`config.mk`:
```
export PLATFORM = sky130hd
export DESIGN_NAME = softstart_seq
export DESIGN_NICKNAME = d
export VERILOG_FILES = /design/src/rtl/ssq_pkg.sv /design/src/rtl/ssq_cfg_latch.sv /design/src/rtl/ssq_phase_timer.sv /design/src/rtl/ssq_burst_count.sv /design/src/rtl/softstart_seq.sv
export SDC_FILE = /design/constraint.sdc
export NUM_CORES = 1
export LEC_CHECK = 0
export ABC_AREA = 1
export BUFFER_PORTS_ARGS = -buffer_cell sky130_fd_sc_hd__buf_2
export CORE_MARGIN = 1.5
export CORE_UTILIZATION = 30
export DETAILED_ROUTE_END_ITERATION = 12
export PLACE_DENSITY = 0.53
export SETUP_SLACK_MARGIN = 0.05
export SLEW_MARGIN = 5
export SYNTH_ARGS = -nofsm -noshare
export SYNTH_HDL_FRONTEND = slang
export SYNTH_SLANG_ARGS = --single-unit
```
`constraint.sdc`:
```
create_clock -name clk -period 1.87 [get_ports clk]
set_clock_uncertainty 0.1 [all_clocks]
set_input_delay 0.187 -clock clk [delete_from_list [all_inputs] [get_ports clk]]
set_output_delay 0.187 -clock clk [all_outputs]
set_load 0.05 [all_outputs]
```
`src/rtl/ssq_pkg.sv`:
```
// Shared types and reset constants for the soft power-on sequencer.
package ssq_pkg;
    // Sequencer state: no power, switching periods, steady on
    typedef enum logic [1:0] {
        SSQ_IDLE = 2'd0,
        SSQ_RUN  = 2'd1,
        SSQ_HOLD = 2'd2
    } ssq_state_e;

    // Values the captured parameters take after reset
    localparam int unsigned SSQ_DEF_BURSTS = 35;
    localparam int unsigned SSQ_DEF_PERIOD = 2000;
    localparam int unsigned SSQ_DEF_OFF    = 1995;
endpackage

```
`src/rtl/ssq_cfg_latch.sv`:
```
// Holds the parameters that are in force for the running sequence.
// Assumes: load pulses for one cycle at the start edge. A period of zero
// is stored as one so that the counters downstream always see a period of
// at least one clock.
module ssq_cfg_latch #(
    parameter int unsigned CW     = 8,
    parameter int unsigned TW     = 16,
    parameter int unsigned DEF_B  = 35,
    parameter int unsigned DEF_P  = 2000,
    parameter int unsigned DEF_O  = 1995
) (
    input  logic          clk,
    input  logic          rst_n,
    input  logic          load,
    input  logic [CW-1:0] in_bursts,
    input  logic [TW-1:0] in_period,
    input  logic [TW-1:0] in_off,
    output logic [CW-1:0] out_bursts,
    output logic [TW-1:0] out_period,
    output logic [TW-1:0] out_off
);
    localparam logic [TW-1:0] ONE_T = TW'(1);

    // Capture the host values at the start edge, clamping a zero period to one
    always_ff @(posedge clk) begin
        if (!rst_n) begin
            out_bursts <= CW'(DEF_B);
            out_period <= TW'(DEF_P);
            out_off    <= TW'(DEF_O);
        end else if (load) begin
            out_bursts <= in_bursts;
            out_period <= (in_period == '0) ? ONE_T : in_period;
            out_off    <= in_off;
        end
    end
endmodule

```
`src/rtl/ssq_phase_timer.sv`:
```
// Counts the clocks inside one switching period and reports which part of
// the period is current.
// Assumes: period >= 1, and period and off_len hold still while advance is high.
module ssq_phase_timer #(
    parameter int unsigned TW = 16
) (
    input  logic          clk,
    input  logic          rst_n,
    input  logic          clear,
    input  logic          advance,
    input  logic [TW-1:0] period,
    input  logic [TW-1:0] off_len,
    output logic          on_phase,
    output logic          wrap
);
    logic [TW-1:0] cnt;

    // Position inside the period; returns to zero on the last clock
    always_ff @(posedge clk) begin
        if (!rst_n) begin
            cnt <= '0;
        end else if (clear) begin
            cnt <= '0;
        end else if (advance) begin
            cnt <= wrap ? '0 : cnt + 1'b1;
        end
    end

    // High on the last clock of the period
    always_comb wrap = (cnt == period - 1'b1);

    // The on part of the period begins once the off clocks have passed
    always_comb on_phase = (cnt >= off_len);
endmodule

```
`src/rtl/ssq_burst_count.sv`:
```
// Counts the switching periods that have finished and flags the last one.
// Assumes: total >= 1 whenever step can be high.
module ssq_burst_count #(
    parameter int unsigned CW = 8
) (
    input  logic          clk,
    input  logic          rst_n,
    input  logic          clear,
    input  logic          step,
    input  logic [CW-1:0] total,
    output logic          last
);
    logic [CW-1:0] cnt;

    // Index of the period now running
    always_ff @(posedge clk) begin
        if (!rst_n) begin
            cnt <= '0;
        end else if (clear) begin
            cnt <= '0;
        end else if (step && !last) begin
            cnt <= cnt + 1'b1;
        end
    end

    // High while the final period runs
    always_comb last = (cnt == total - 1'b1);
endmodule

```
`src/rtl/softstart_seq.sv`:
```
// Soft power-on sequencer: on a rising power request it runs a programmed
// burst of off-then-on periods, then holds the supply switch on.
// Assumes: one clock domain, and inputs that are already synchronous.
// sw_on is gated by pwr_en without a register in between, so the switch
// opens within the same cycle as the request drops.
module softstart_seq
    import ssq_pkg::*;
#(
    parameter int unsigned CNT_W = 8,
    parameter int unsigned TIM_W = 16
) (
    input  logic             clk,
    input  logic             rst_n,
    input  logic             pwr_en,
    input  logic             bypass,
    input  logic [CNT_W-1:0] cfg_bursts,
    input  logic [TIM_W-1:0] cfg_period,
    input  logic [TIM_W-1:0] cfg_off,
    output logic             sw_on,
    output logic             busy
);
    ssq_state_e       state, state_nxt;
    logic             en_q;
    logic             start;
    logic             in_run;
    logic             on_phase;
    logic             wrap;
    logic             last;
    logic [CNT_W-1:0] lat_bursts;
    logic [TIM_W-1:0] lat_period;
    logic [TIM_W-1:0] lat_off;

    // Previous sample of the request, used to find its rising edge
    always_ff @(posedge clk) begin
        if (!rst_n) en_q <= 1'b0;
        else        en_q <= pwr_en;
    end

    // Rising edge of the request
    always_comb start = pwr_en && !en_q;

    // True while the switching periods run
    always_comb in_run = (state == SSQ_RUN);

    ssq_cfg_latch #(
        .CW    (CNT_W),
        .TW    (TIM_W),
        .DEF_B (SSQ_DEF_BURSTS),
        .DEF_P (SSQ_DEF_PERIOD),
        .DEF_O (SSQ_DEF_OFF)
    ) u_cfg (
        .clk        (clk),
        .rst_n      (rst_n),
        .load       (start),
        .in_bursts  (cfg_bursts),
        .in_period  (cfg_period),
        .in_off     (cfg_off),
        .out_bursts (lat_bursts),
        .out_period (lat_period),
        .out_off    (lat_off)
    );

    ssq_phase_timer #(
        .TW (TIM_W)
    ) u_timer (
        .clk      (clk),
        .rst_n    (rst_n),
        .clear    (start),
        .advance  (in_run),
        .period   (lat_period),
        .off_len  (lat_off),
        .on_phase (on_phase),
        .wrap     (wrap)
    );

    ssq_burst_count #(
        .CW (CNT_W)
    ) u_bursts (
        .clk   (clk),
        .rst_n (rst_n),
        .clear (start),
        .step  (in_run && wrap),
        .total (lat_bursts),
        .last  (last)
    );

    // Next state: a dropped request wins, then bypass, then the sequence itself
    always_comb begin
        state_nxt = state;
        if (!pwr_en) begin
            state_nxt = SSQ_IDLE;
        end else if (bypass) begin
            state_nxt = SSQ_HOLD;
        end else begin
            unique case (state)
                SSQ_IDLE: if (start) state_nxt = (cfg_bursts == '0) ? SSQ_HOLD : SSQ_RUN;
                SSQ_RUN:  if (wrap && last) state_nxt = SSQ_HOLD;
                SSQ_HOLD: state_nxt = SSQ_HOLD;
                default:  state_nxt = SSQ_IDLE;
            endcase
        end
    end

    // State register
    always_ff @(posedge clk) begin
        if (!rst_n) state <= SSQ_IDLE;
        else        state <= state_nxt;
    end

    // Switch gate: always masked by the request so that power drops at once
    always_comb sw_on = pwr_en && (bypass || state == SSQ_HOLD || (in_run && on_phase));

    // Busy covers the switching periods only
    always_comb busy = in_run;
endmodule

```
==> qor.txt <==
Status: complete, but fails checks
Failing checks: setup timing
Routed length per instance: 13.2 µm
CTS Buf Count: 9
Reg clk slew, reported paths: 0.05 ns
Iter 0 DRT Violations: 133
Initial antenna violation count: 0
Part of the power in registers: 41.2%
Multi-input gate area: 2750 µm²
Seq/Total Area, Yosys: 32.6%
Unrepaired setup endpoints after global routing: true
Fin util: 44.9%
Dpl cells: 868
Final setup viols: 27
Post-DP HPWL: 9070 µm
Number of synthesized flops with an enable pin: 0
Final setup margin: -0.412 ns
Port-buffer cells: 45
Period Utilization, post-route: 122%
CP max FO: 2
Seq. cell area: 1350 µm²
CP Capture Type: primary output
Number of global-route vias before repair: 4264
Vias: 4188
Die Height: 120 µm
Drt via density: 4.59
DRC: 0
Worst slack at placement: -0.201 ns
Internal Power: 2.73 mW
Top post-synthesis cells by area: dfxtp_1 33%, nand2_1 12%, ha_1 7.3%, inv_1 6.8%, nor2_1 6.3%
HP Class: in -> reg
Top Ports: 46
Fillers: 1290
Die X-Extent: 120 µm
Final cell count without fillers: 913
CTS tree: yes
WP data arrival: 1.99 ns
H-tree depth: 3
Flop2flop setup slack: -0.26 ns
WP data required: 1.58 ns
Final antenna-violating net count: 0
ANT cells: 0
Final Instance Area: 5970 µm²
CTS max path bufs: 2
Synthesized netlist cell count: 586
Post-synth top cells: 128 x nand2_1, 74 x inv_1, 69 x nor2_1
Max Fclk: 438 MHz
Class of the most critical setup path: reg -> out
Period minus WS final: 2.28 ns
# nets final: 802
Power per Cell Area: 625 nW/µm²
Clock power share: 41.6%
Tot GR Track Use: 17.5%
NetSw: 995 µW
DP Area: 5120 µm²
Yosys warning count: 0
Largest net degree at the start of global routing: 19
Pre-antenna DRT Iters: 4
Worst VDD drop: 0.311 mV
Remaining global-route overflow: 0
Worst slew pin tran: 0.591 ns
Top FF cell, synth: dfxtp_1
Syn avg cell area: 7.01 µm²
Layout cells sized above 1: 32.6%
# rows: 42
CP Launch Type: flop
Clock sink total: 67
Combinational power share: 17.2%
Net Sw Frac: 26.7%
FFs w/ async S/R, synth: 0%
Starting density of the core: 30.9%
Distinct cells, synth: 39
Net Count, Synth: 654
Share of the synthesized area in the top cell type: 32.6%
Top cell type by total area after synthesis: dfxtp_1
GPL Wtd Cong: 0.891
Clk Latency, worst-skew pair: 0.34 ns
Pins Over Slew Limit: 0
Most common cell in the netlist: nand2_1
Core Box Area: 13300 µm²
Max Cap Viol: 0
Area grow syn2layout: 45.2%
Synthesized flop and latch total: 67
DIE AREA: 14400 µm²
Hold Vio Cnt, Final: 0
LEAKAGE: 2.71 nW
Relative slew slack: 60.6%
CTS root buffer: clkbuf_16
Final hold slack: 0.0133 ns
Mapped Area: 4110 µm²
Global-route wire length before repair: 19900 µm
Final WL: 12100 µm
-- flip-flops by register name, summed over array words and instances, names as in the netlist --
| signal | flops |
|---|---|
| u_cfg.out_period | 16 |
| en_q | 1 |
| u_timer.cnt | 16 |
| u_cfg.out_off | 16 |
| u_cfg.out_bursts | 8 |
| state | 2 |
| u_bursts.cnt | 8 |
-- per-layer routing --
layer / global-route usage (%) / wire, µm
met5: 0 / 0
met4: 7.22 / 274
met3: 3.33 / 450
met2: 31.0 / 5970
met1: 20.7 / 5390
-- power groups by stage --
stage	Combinational (mW)	Sequential [mW]	Clock, mW
4_1_cts	0.612	1.53	1.60
6_report	0.642	1.53	1.55
3_5_place_dp	0.547	1.56	0
5_1_grt	0.711	1.54	1.66
3_3_place_gp	0.536	1.56	0
2_1_floorplan	0.326	1.55	0
-- per-stage QoR --
stage	power (mW)	TNS, ns
final	3.73	-5.86
after global routing	3.92	-9.55
after CTS	3.75	-4.35
after detailed placement	2.11	-4.66
after global placement	2.09	-4.39
after floorplan	1.88	-0.0368
-- logic make-up (layout without fill, tap and decap cells) --
family,after synthesis,count (layout),synth area share (%)
xor+xnor,43,43,9.16
fa+ha+maj,24,24,7.31
simple gates,288,290,32.1
flops,67,67,32.6
compound gates,74,74,10.1
buf+inv,90,239,8.74
-- critical path: stages, from the launching register on --
cell,delay (ns)
dfxtp_2,0.32
inv_2,0.04
ha_4,0.26
nand2_2,0.06
inv_2,0.05
nand3_2,0.07
nor3_2,0.16
buf_4,0.17
nand3_2,0.06
nand3_2,0.08
nand2_2,0.06
a21oi_4,0.16
buf_6,0.17
-- final timing paths --
kind / startpoint / to / cells past startpoint
max: u_cfg.out_off[15] / sw_on / 12
min: cfg_period[9] / u_cfg.out_period[9] / 3
max reg2reg: u_cfg.out_period[0] / u_bursts.cnt[2] / 14
min reg2reg: u_cfg.out_off[0] / u_cfg.out_off[0] / 2
-- what timing repair did --
item,in CTS,in global routing
hold buffers,22,0
endpoints found under the hold margin,22,0
gates cloned,2,0
gates resized for setup,23,62
setup buffers,2,5
pin swaps,4,27
endpoints found under the setup margin,28,29
-- layout make-up --
type	count	share of cell area (%)
repair buffers	149	18.1
clock inverters	3	0.252
clock buffers	11	4.24
multi-input cells	431	46.1
well taps	176	3.69
flip-flops and latches	67	22.6
inverters	76	4.99
-- placed cells by master, fill, tap and decap left out, types with 25 or more instances in the layout --
| cell type | n |
|---|---|
| buf_2 | 43 |
| xor2_1 | 25 |
| a21oi_1 | 27 |
| inv_1 | 63 |
| nor2_1 | 57 |
| dfxtp_1 | 59 |
| nand3_1 | 29 |
| buf_4 | 79 |
| nand2_1 | 111 |
No activity file was read; power rests on OpenSTA's default activity.
